`src/rtl/mag_pkg.sv`:
```
package mag_pkg;

  typedef enum logic [1:0] {
    MODE_IND  = 2'b00,
    MODE_POST = 2'b01,
    MODE_PRE  = 2'b10,
    MODE_DISP = 2'b11
  } mag_mode_e;

  localparam int unsigned MAG_ADDR_W = 32;
  localparam int unsigned MAG_MASK_W = 16;
  localparam int unsigned MAG_DISP_W = 16;
  localparam int unsigned MAG_STEP   = 4;

  function automatic logic mode_writes_back(input mag_mode_e m);
    return (m == MODE_POST) || (m == MODE_PRE);
  endfunction

endpackage

```
`src/rtl/mag_rst_sync.sv`:
```
module mag_rst_sync #(
  parameter int unsigned STAGES = 2
) (
  input  logic clk,
  input  logic rst_n,
  output logic rst_sync_n
);

  logic [STAGES-1:0] chain_q;
  logic [STAGES-1:0] chain_d;

  always_comb begin
    chain_d = {chain_q[STAGES-2:0], 1'b1};
  end

  always_ff @(posedge clk or negedge rst_n) begin
    if (!rst_n) begin
      chain_q <= '0;
    end else begin
      chain_q <= chain_d;
    end
  end

  assign rst_sync_n = chain_q[STAGES-1];

endmodule

```
`src/rtl/mag_mask_reg.sv`:
```
module mag_mask_reg #(
  parameter int unsigned ARCH_W = 32,
  parameter int unsigned MASK_W = 16
) (
  input  logic              clk,
  input  logic              rst_n,
  input  logic              wr_en,
  input  logic [ARCH_W-1:0] wr_data,
  output logic [MASK_W-1:0] mask,
  output logic [ARCH_W-1:0] rd_data
);

  localparam int unsigned PAD_W = ARCH_W - MASK_W;

  logic [MASK_W-1:0] mask_q;
  logic [MASK_W-1:0] mask_d;

  always_comb begin
    mask_d = mask_q;
    if (wr_en) begin
      mask_d = wr_data[MASK_W-1:0];
    end
  end

  always_ff @(posedge clk or negedge rst_n) begin
    if (!rst_n) begin
      mask_q <= '1;
    end else if (wr_en) begin
      mask_q <= mask_d;
    end
  end

  assign mask    = mask_q;
  assign rd_data = {{PAD_W{1'b1}}, mask_q};

endmodule

```
`src/rtl/mag_addr_calc.sv`:
```
module mag_addr_calc
  import mag_pkg::*;
#(
  parameter int unsigned ADDR_W = 32,
  parameter int unsigned MASK_W = 16,
  parameter int unsigned DISP_W = 16,
  parameter int unsigned STEP   = 4
) (
  input  logic [ADDR_W-1:0] areg,
  input  logic [1:0]        mode,
  input  logic [DISP_W-1:0] disp,
  input  logic              mask_en,
  input  logic [MASK_W-1:0] mask,
  output logic [ADDR_W-1:0] oper_addr,
  output logic [ADDR_W-1:0] wb_addr,
  output logic              wb_en
);

  localparam int unsigned     EXT_W  = ADDR_W - DISP_W;
  localparam logic [ADDR_W-1:0] STEP_V = ADDR_W'(STEP);

  logic [ADDR_W-1:0] eff_mask;
  logic [ADDR_W-1:0] disp_sx;
  logic [ADDR_W-1:0] sum_inc;
  logic [ADDR_W-1:0] sum_dec;
  logic [ADDR_W-1:0] sum_disp;
  mag_mode_e         mode_e;

  // Only the low MASK_W bits are programmable; the rest pass unchanged.
  for (genvar i = 0; i < ADDR_W; i++) begin : g_mask
    if (i < MASK_W) begin : g_low
      assign eff_mask[i] = mask[i] | ~mask_en;
    end else begin : g_high
      assign eff_mask[i] = 1'b1;
    end
  end

  assign disp_sx  = {{EXT_W{disp[DISP_W-1]}}, disp};
  assign sum_inc  = areg + STEP_V;
  assign sum_dec  = areg - STEP_V;
  assign sum_disp = areg + disp_sx;
  assign mode_e   = mag_mode_e'(mode);

  always_comb begin
    oper_addr = areg & eff_mask;
    wb_addr   = areg;
    unique case (mode_e)
      MODE_IND: begin
        oper_addr = areg & eff_mask;
      end
      MODE_POST: begin
        oper_addr = areg;
        wb_addr   = sum_inc & eff_mask;
      end
      MODE_PRE: begin
        oper_addr = sum_dec & eff_mask;
        wb_addr   = sum_dec & eff_mask;
      end
      MODE_DISP: begin
        oper_addr = sum_disp & eff_mask;
      end
      default: begin
        oper_addr = areg & eff_mask;
      end
    endcase
    wb_en = mode_writes_back(mode_e);
  end

endmodule

```
`src/rtl/mag_out_stage.sv`:
```
module mag_out_stage #(
  parameter int unsigned ADDR_W = 32
) (
  input  logic              clk,
  input  logic              rst_n,
  input  logic              in_valid,
  input  logic [ADDR_W-1:0] in_oper,
  input  logic [ADDR_W-1:0] in_wb,
  input  logic              in_wb_en,
  output logic              out_valid,
  output logic [ADDR_W-1:0] out_oper,
  output logic              out_wb_valid,
  output logic [ADDR_W-1:0] out_wb
);

  logic              vld_q,  vld_d;
  logic              wbv_q,  wbv_d;
  logic [ADDR_W-1:0] oper_q, oper_d;
  logic [ADDR_W-1:0] wb_q,   wb_d;
  logic              addr_ce;

  assign addr_ce = in_valid;

  always_comb begin
    vld_d  = in_valid;
    wbv_d  = in_valid & in_wb_en;
    oper_d = in_oper;
    wb_d   = in_wb;
  end

  always_ff @(posedge clk or negedge rst_n) begin
    if (!rst_n) begin
      vld_q <= 1'b0;
      wbv_q <= 1'b0;
    end else begin
      vld_q <= vld_d;
      wbv_q <= wbv_d;
    end
  end

  always_ff @(posedge clk or negedge rst_n) begin
    if (!rst_n) begin
      oper_q <= '0;
      wb_q   <= '0;
    end else if (addr_ce) begin
      oper_q <= oper_d;
      wb_q   <= wb_d;
    end
  end

  assign out_valid    = vld_q;
  assign out_wb_valid = wbv_q;
  assign out_oper     = oper_q;
  assign out_wb       = wb_q;

endmodule

```
`src/rtl/masked_addr_gen.sv`:
```
module masked_addr_gen
  import mag_pkg::*;
#(
  parameter int unsigned ADDR_W = MAG_ADDR_W,
  parameter int unsigned MASK_W = MAG_MASK_W,
  parameter int unsigned DISP_W = MAG_DISP_W,
  parameter int unsigned STEP   = MAG_STEP
) (
  input  logic              clk,
  input  logic              rst_n,
  input  logic              mask_wr_en,
  input  logic [ADDR_W-1:0] mask_wr_data,
  output logic [ADDR_W-1:0] mask_rd_data,
  input  logic              req_valid,
  input  logic [ADDR_W-1:0] req_areg,
  input  logic [1:0]        req_mode,
  input  logic [DISP_W-1:0] req_disp,
  input  logic              req_mask_en,
  output logic              rsp_valid,
  output logic [ADDR_W-1:0] rsp_oper_addr,
  output logic              rsp_wb_valid,
  output logic [ADDR_W-1:0] rsp_wb_addr
);

  logic              rst_sync_n;
  logic [MASK_W-1:0] mask_cur;
  logic [ADDR_W-1:0] calc_oper;
  logic [ADDR_W-1:0] calc_wb;
  logic              calc_wb_en;

  mag_rst_sync #(.STAGES(2)) u_rst (
    .clk        (clk),
    .rst_n      (rst_n),
    .rst_sync_n (rst_sync_n)
  );

  mag_mask_reg #(.ARCH_W(ADDR_W), .MASK_W(MASK_W)) u_mask (
    .clk     (clk),
    .rst_n   (rst_sync_n),
    .wr_en   (mask_wr_en),
    .wr_data (mask_wr_data),
    .mask    (mask_cur),
    .rd_data (mask_rd_data)
  );

  mag_addr_calc #(
    .ADDR_W (ADDR_W),
    .MASK_W (MASK_W),
    .DISP_W (DISP_W),
    .STEP   (STEP)
  ) u_calc (
    .areg      (req_areg),
    .mode      (req_mode),
    .disp      (req_disp),
    .mask_en   (req_mask_en),
    .mask      (mask_cur),
    .oper_addr (calc_oper),
    .wb_addr   (calc_wb),
    .wb_en     (calc_wb_en)
  );

  mag_out_stage #(.ADDR_W(ADDR_W)) u_out (
    .clk          (clk),
    .rst_n        (rst_sync_n),
    .in_valid     (req_valid),
    .in_oper      (calc_oper),
    .in_wb        (calc_wb),
    .in_wb_en     (calc_wb_en),
    .out_valid    (rsp_valid),
    .out_oper     (rsp_oper_addr),
    .out_wb_valid (rsp_wb_valid),
    .out_wb       (rsp_wb_addr)
  );

endmodule

```
`config.mk`:
```
export PLATFORM = sky130hd
export DESIGN_NAME = masked_addr_gen
export DESIGN_NICKNAME = d
export VERILOG_FILES = /design/src/rtl/mag_pkg.sv /design/src/rtl/mag_rst_sync.sv /design/src/rtl/mag_mask_reg.sv /design/src/rtl/mag_addr_calc.sv /design/src/rtl/mag_out_stage.sv /design/src/rtl/masked_addr_gen.sv
export SDC_FILE = /design/constraint.sdc
export NUM_CORES = 1
export LEC_CHECK = 0
export ABC_AREA = 0
export ABC_CLOCK_PERIOD_IN_PS = 2680
export BUFFER_PORTS_ARGS = -buffer_cell sky130_fd_sc_hd__buf_2
export CELL_PAD_IN_SITES_DETAIL_PLACEMENT = 1
export CELL_PAD_IN_SITES_GLOBAL_PLACEMENT = 2
export CORE_AREA = 4 4 170 172
export CTS_CLUSTER_DIAMETER = 60
export DETAILED_ROUTE_END_ITERATION = 10
export DIE_AREA = 0 0 174 176
export PLACE_DENSITY = 0.77
export SLEW_MARGIN = 5
export SYNTH_ARGS = -nofsm -noshare
export SYNTH_HDL_FRONTEND = slang
export SYNTH_HIERARCHICAL = 1
export SYNTH_SLANG_ARGS = --single-unit
```
`constraint.sdc`:
```
create_clock -name clk -period 2.68 [get_ports clk]
set_clock_uncertainty 0.15 [all_clocks]
set_input_delay 0.536 -clock clk [delete_from_list [all_inputs] [get_ports clk]]
set_output_delay 0.536 -clock clk [all_outputs]
set_load 0.05 [all_outputs]
```
==> tab_implementation.tex <==
\begin{tabular}{lr}
\hline
Metric & Value \\
\hline
\multicolumn{2}{l}{\textbf{Status}} \\
Outcome & finished, violations left \\
Violations in the final reports & negative setup slack \\
\multicolumn{2}{l}{\textbf{Drt}} \\
First DRT Iteration DRCs & 309 \\
Number of vias per cell & 5.27 \\
Number of nets with antenna violations after detailed routing & 0 \\
DR pass1 iterations & 4 \\
Routed wirelength normalized by instance count & 19.7 um \\
DRT Wirelength & 31000 um \\
Drt drc & 0 \\
Via count & 8294 \\
\multicolumn{2}{l}{\textbf{Timing}} \\
Max Fclk & 342 MHz \\
Final slew viol count & 0 \\
Fin crit share & 1.09 \\
RSZ-0062 raised after global routing & yes \\
Finish-stage setup viols & 23 \\
Final hold vios & 0 \\
Tmin final & 2.92 ns \\
Worst setup slack after layout & -0.242 ns \\
\multicolumn{2}{l}{\textbf{Worst setup path}} \\
Kind of critical path & primary input to flop \\
Type of destination of the critical path & flop \\
Critical path fanouts, max & 3 \\
Top delay family on crit path & compound AO/OA/AOI/OAI gates \\
Slowest Stage Delay on Critical Path & 0.37 ns \\
Number of buffer and inverter instances along the worst setup path & 3 \\
R2r endpoint & u\_out/out\_wb[8]\$\_DFFE\_PN0P\_ \\
Register-to-register path setup slack & 0.83 ns \\
Reg2Reg Launch Point & u\_mask/mask[8]\$\_DFFE\_PN1P\_ \\
Critical Path Start Type & primary input \\
Path depth of the worst reg2reg path & 6 \\
Most used cell, CP & buf\_6 \\
Critical path startpoint & req\_areg[0] \\
Slowest cell on the critical path & fa\_2 \\
Worst path required time & 2.78 ns \\
Total stage count of the critical path & 14 \\
List of cells traversed by the critical path & buf\_6 > ha\_4 > fa\_2 > a21o\_1 > a221o\_1 > buf\_4 > buf\_6 > a21oi\_4 > o21bai\_1 > a21oi\_2 > xnor2\_1 > nand3\_1 > o211ai\_1 > mux2\_4 \\
Worst setup endpoint & u\_out/out\_oper[12]\$\_DFFE\_PN0P\_ \\
Data arrival time of the critical path & 3.02 ns \\
\multicolumn{2}{l}{\textbf{Yosys}} \\
Share of the synthesized area in the top cell type & 0.211 \\
Top cells by count, synth & nand2\_1 (74), o21ai\_0 (74), dfrtp\_1 (68) \\
Instance count of the mapped netlist & 931 \\
Number of enable flip-flop cells after synthesis & 0 \\
Sequential area share after synthesis & 0.263 \\
Most area-consuming cells after synthesis & dfrtp\_1 (21\%), mux2\_4 (11\%), ha\_1 (5.7\%), dfstp\_2 (5.2\%), o21ai\_0 (4.6\%) \\
Avg Inst Size Synth & 8.68 sq um \\
Post-synth ARST share & 1.00 \\
Synth Register Bits & 84 \\
Main flop type after synthesis & dfrtp\_1 \\
Count of unique library cells instantiated by Yosys & between 60 and 70 \\
Top cell type by total area after synthesis & dfrtp\_1 \\
Cell area after synthesis & a little over 0.008 sq mm \\
Warnings from Yosys & 6 \\
\multicolumn{2}{l}{\textbf{Global routing}} \\
Via count of the first global-routing pass & 8791 \\
First-pass GRT wire length & between 40000 and 50000 um \\
Initial antenna violation count & 0 \\
Combined global-route utilization of all metal layers & 0.195 \\
Largest net degree at the start of global routing & 55 \\
Residual overflow from global routing & 0 \\
\multicolumn{2}{l}{\textbf{Clock tree}} \\
Clock tree from TritonCTS & done \\
Root Buffer Master & clkbuf\_16 \\
H-Tree Depth & 3 \\
Clock latency on the worst-skew pair & between 0.3 and 0.4 ns \\
CTS sink count & 84 \\
Clock Pin Slew Worst Setup and Hold Paths & 0.08 ns \\
TritonCTS Buffers & 9 \\
CTS Buffer Depth & 2 \\
\multicolumn{2}{l}{\textbf{Place}} \\
Placed inst area & 0.0106 sq mm \\
Detailed placement HPWL & 24300 um \\
Gp weighted congestion & 0.823 \\
Number of port buffers & approximately 150 \\
\multicolumn{2}{l}{\textbf{Hold path}} \\
Type of the tightest min-delay check & flop to asynchronous set/reset pin \\
\multicolumn{2}{l}{\textbf{Final layout}} \\
Diode insertion count for antenna repair & 0 \\
Flip-flop and latch area & 0.00213 sq mm \\
Area growth from synthesis to layout & 42.8\% \\
Proportion of layout cells with a drive suffix above 1 & 0.476 \\
Total Nets Final & 1348 \\
Fin area & 0.0115 sq mm \\
Multi-input gate area & 0.00599 sq mm \\
\# fillers & 3245 \\
Final core utilization & 0.420 \\
\multicolumn{2}{l}{\textbf{Floorplanning}} \\
Die Y-Extent & 176 um \\
Starting density of the core & 0.294 \\
Number of ports placed on the die boundary & 185 \\
Area enclosed by the die boundary & 0.0306 sq mm \\
Number of placement rows & just over 60 \\
Core Area & 0.0275 sq mm \\
Die X-Extent & 174 um \\
\multicolumn{2}{l}{\textbf{Pwr}} \\
Leakage power figure & roughly 5.3 nW \\
PD cells & around 480 mW/mm\^{}2 \\
Maximum VDD drop & 0.314 mV \\
\multicolumn{2}{l}{\textbf{Run}} \\
Number of violations of the max-capacitance limit & 0 \\
\hline
\end{tabular}
[layer usage]
layer  part of all wire  track usage
met3              0.033       0.0272
met4              0.028       0.0624
met5                  0            0
met1               0.41        0.228
met2               0.53        0.368
[cells by family after synthesis]
kind of cell | Yosys count | share of synthesized area
XOR/XNOR | 41 | 0.0444
buffers and inverters | 122 | 0.0824
flip-flops | 84 | 0.263
AO/OA/AOI/OAI | 262 | 0.209
adder cells (fa/ha/maj) | 38 | 0.0598
multiplexers | 100 | 0.165
other | 2 | 0.000929
AND/OR/NAND/NOR | 282 | 0.176
[sequential cells by signal (all words and copies together), names as in the netlist]
register            count
u_out/out_oper         32
u_out/out_wb           32
u_mask/mask            16
u_rst/chain_q           2
u_out/out_valid         1
u_out/out_wb_valid      1
[metrics by stage]
stage | hold WS, ns | setup slack (ns) | power (mW) | std cells | setup TNS (ns)
detailed placement | 0.166 | -0.707 | 4.15 | 1541 | -18.44
global placement | 0.159 | -0.635 | 4.10 | 1541 | -16.32
floorplan | 0.0904 | -0.331 | 3.36 | 946 | -2.59
finish | 0.138 | -0.242 | 5.58 | 1574 | -3.02
CTS | 0.172 | -0.246 | 5.56 | 1568 | -2.48
global route | 0.174 | -0.303 | 5.88 | 1574 | -4.85
[final cells by class]
type / instances / area share
clock buffers: 9 / 0.0195
repair buffers: 365 / 0.225
multi-input cells: 740 / 0.519
well taps: 346 / 0.0375
inverters: 23 / 0.00770
clock inverters: 7 / 0.00640
flip-flops and latches: 84 / 0.184
[worst reg2reg max path, delay by kind of cell, from the launching register on]
kind             cells  cell delay [ns]
AND/OR/NAND/NOR      2             0.41
flip-flops           1             0.55
AO/OA/AOI/OAI        3             0.49
multiplexers         1             0.20
[placed cells by master, fill, tap and decap left out, drive strengths merged, types with 3 or more instances in the layout]
cell     synthesis  routed
a211oi           5       5
a21o            10      10
a21oi           55      55
a221o           11      11
a22o             4       4
a22oi           29      29
a2bb2oi          3       3
a31oi            6       6
and2             5       5
and3            10      10
buf             51     364
clkbuf          48       9
conb             2      17
dfrtp           68      68
dfstp           16      16
ha              37      37
inv             23      28
mux2            90      90
mux2i           10      10
nand2           74      74
nand2b          17      17
nand3           36      36
nand4           17      17
nor2            56      56
nor2b           14      14
nor3            21      21
nor4             4       4
o211ai          10      10
o21a             7       7
o21ai           76      76
o21bai           5       5
o22ai           11      11
o2bb2ai          4       4
o31ai            9       9
or2              4       4
or3             12      12
or4              4       4
xnor2           23      23
xor2            18      18
[worst min-delay path by stage]
| stage | from | end | slack (ns) |
|---|---|---|---|
| final | u_rst/chain_q[1]$_DFF_PN0_ | u_out/out_wb_valid$_DFF_PN0_ | 0.14 |
| after global routing | u_rst/chain_q[1]$_DFF_PN0_ | u_out/out_wb[27]$_DFFE_PN0P_ | 0.17 |
| after CTS | u_rst/chain_q[1]$_DFF_PN0_ | u_out/out_wb_valid$_DFF_PN0_ | 0.17 |
| after detailed placement | u_rst/chain_q[1]$_DFF_PN0_ | u_out/out_wb_valid$_DFF_PN0_ | 0.17 |
| after global placement | u_rst/chain_q[1]$_DFF_PN0_ | u_out/out_wb[27]$_DFFE_PN0P_ | 0.16 |
| after floorplan | rst_n | u_rst/chain_q[0]$_DFF_PN0_ | 0.09 |
[repair_timing]
action,CTS,global route
endpoints found under the hold margin,2,0
pin swaps,44,44
hold buffers,1,0
resized for setup,68,67
setup buffers,10,8
setup endpoints to repair,28,38
[report_power, final]
part	internal, mW	leakage [nW]	switching, mW
sequential	1.47	1.01	0.127
clock	0.663	0.148	0.639
combinational	1.03	4.14	1.65
total	3.16	5.29	2.41
Note: power is estimated with default switching activity, not from simulation.
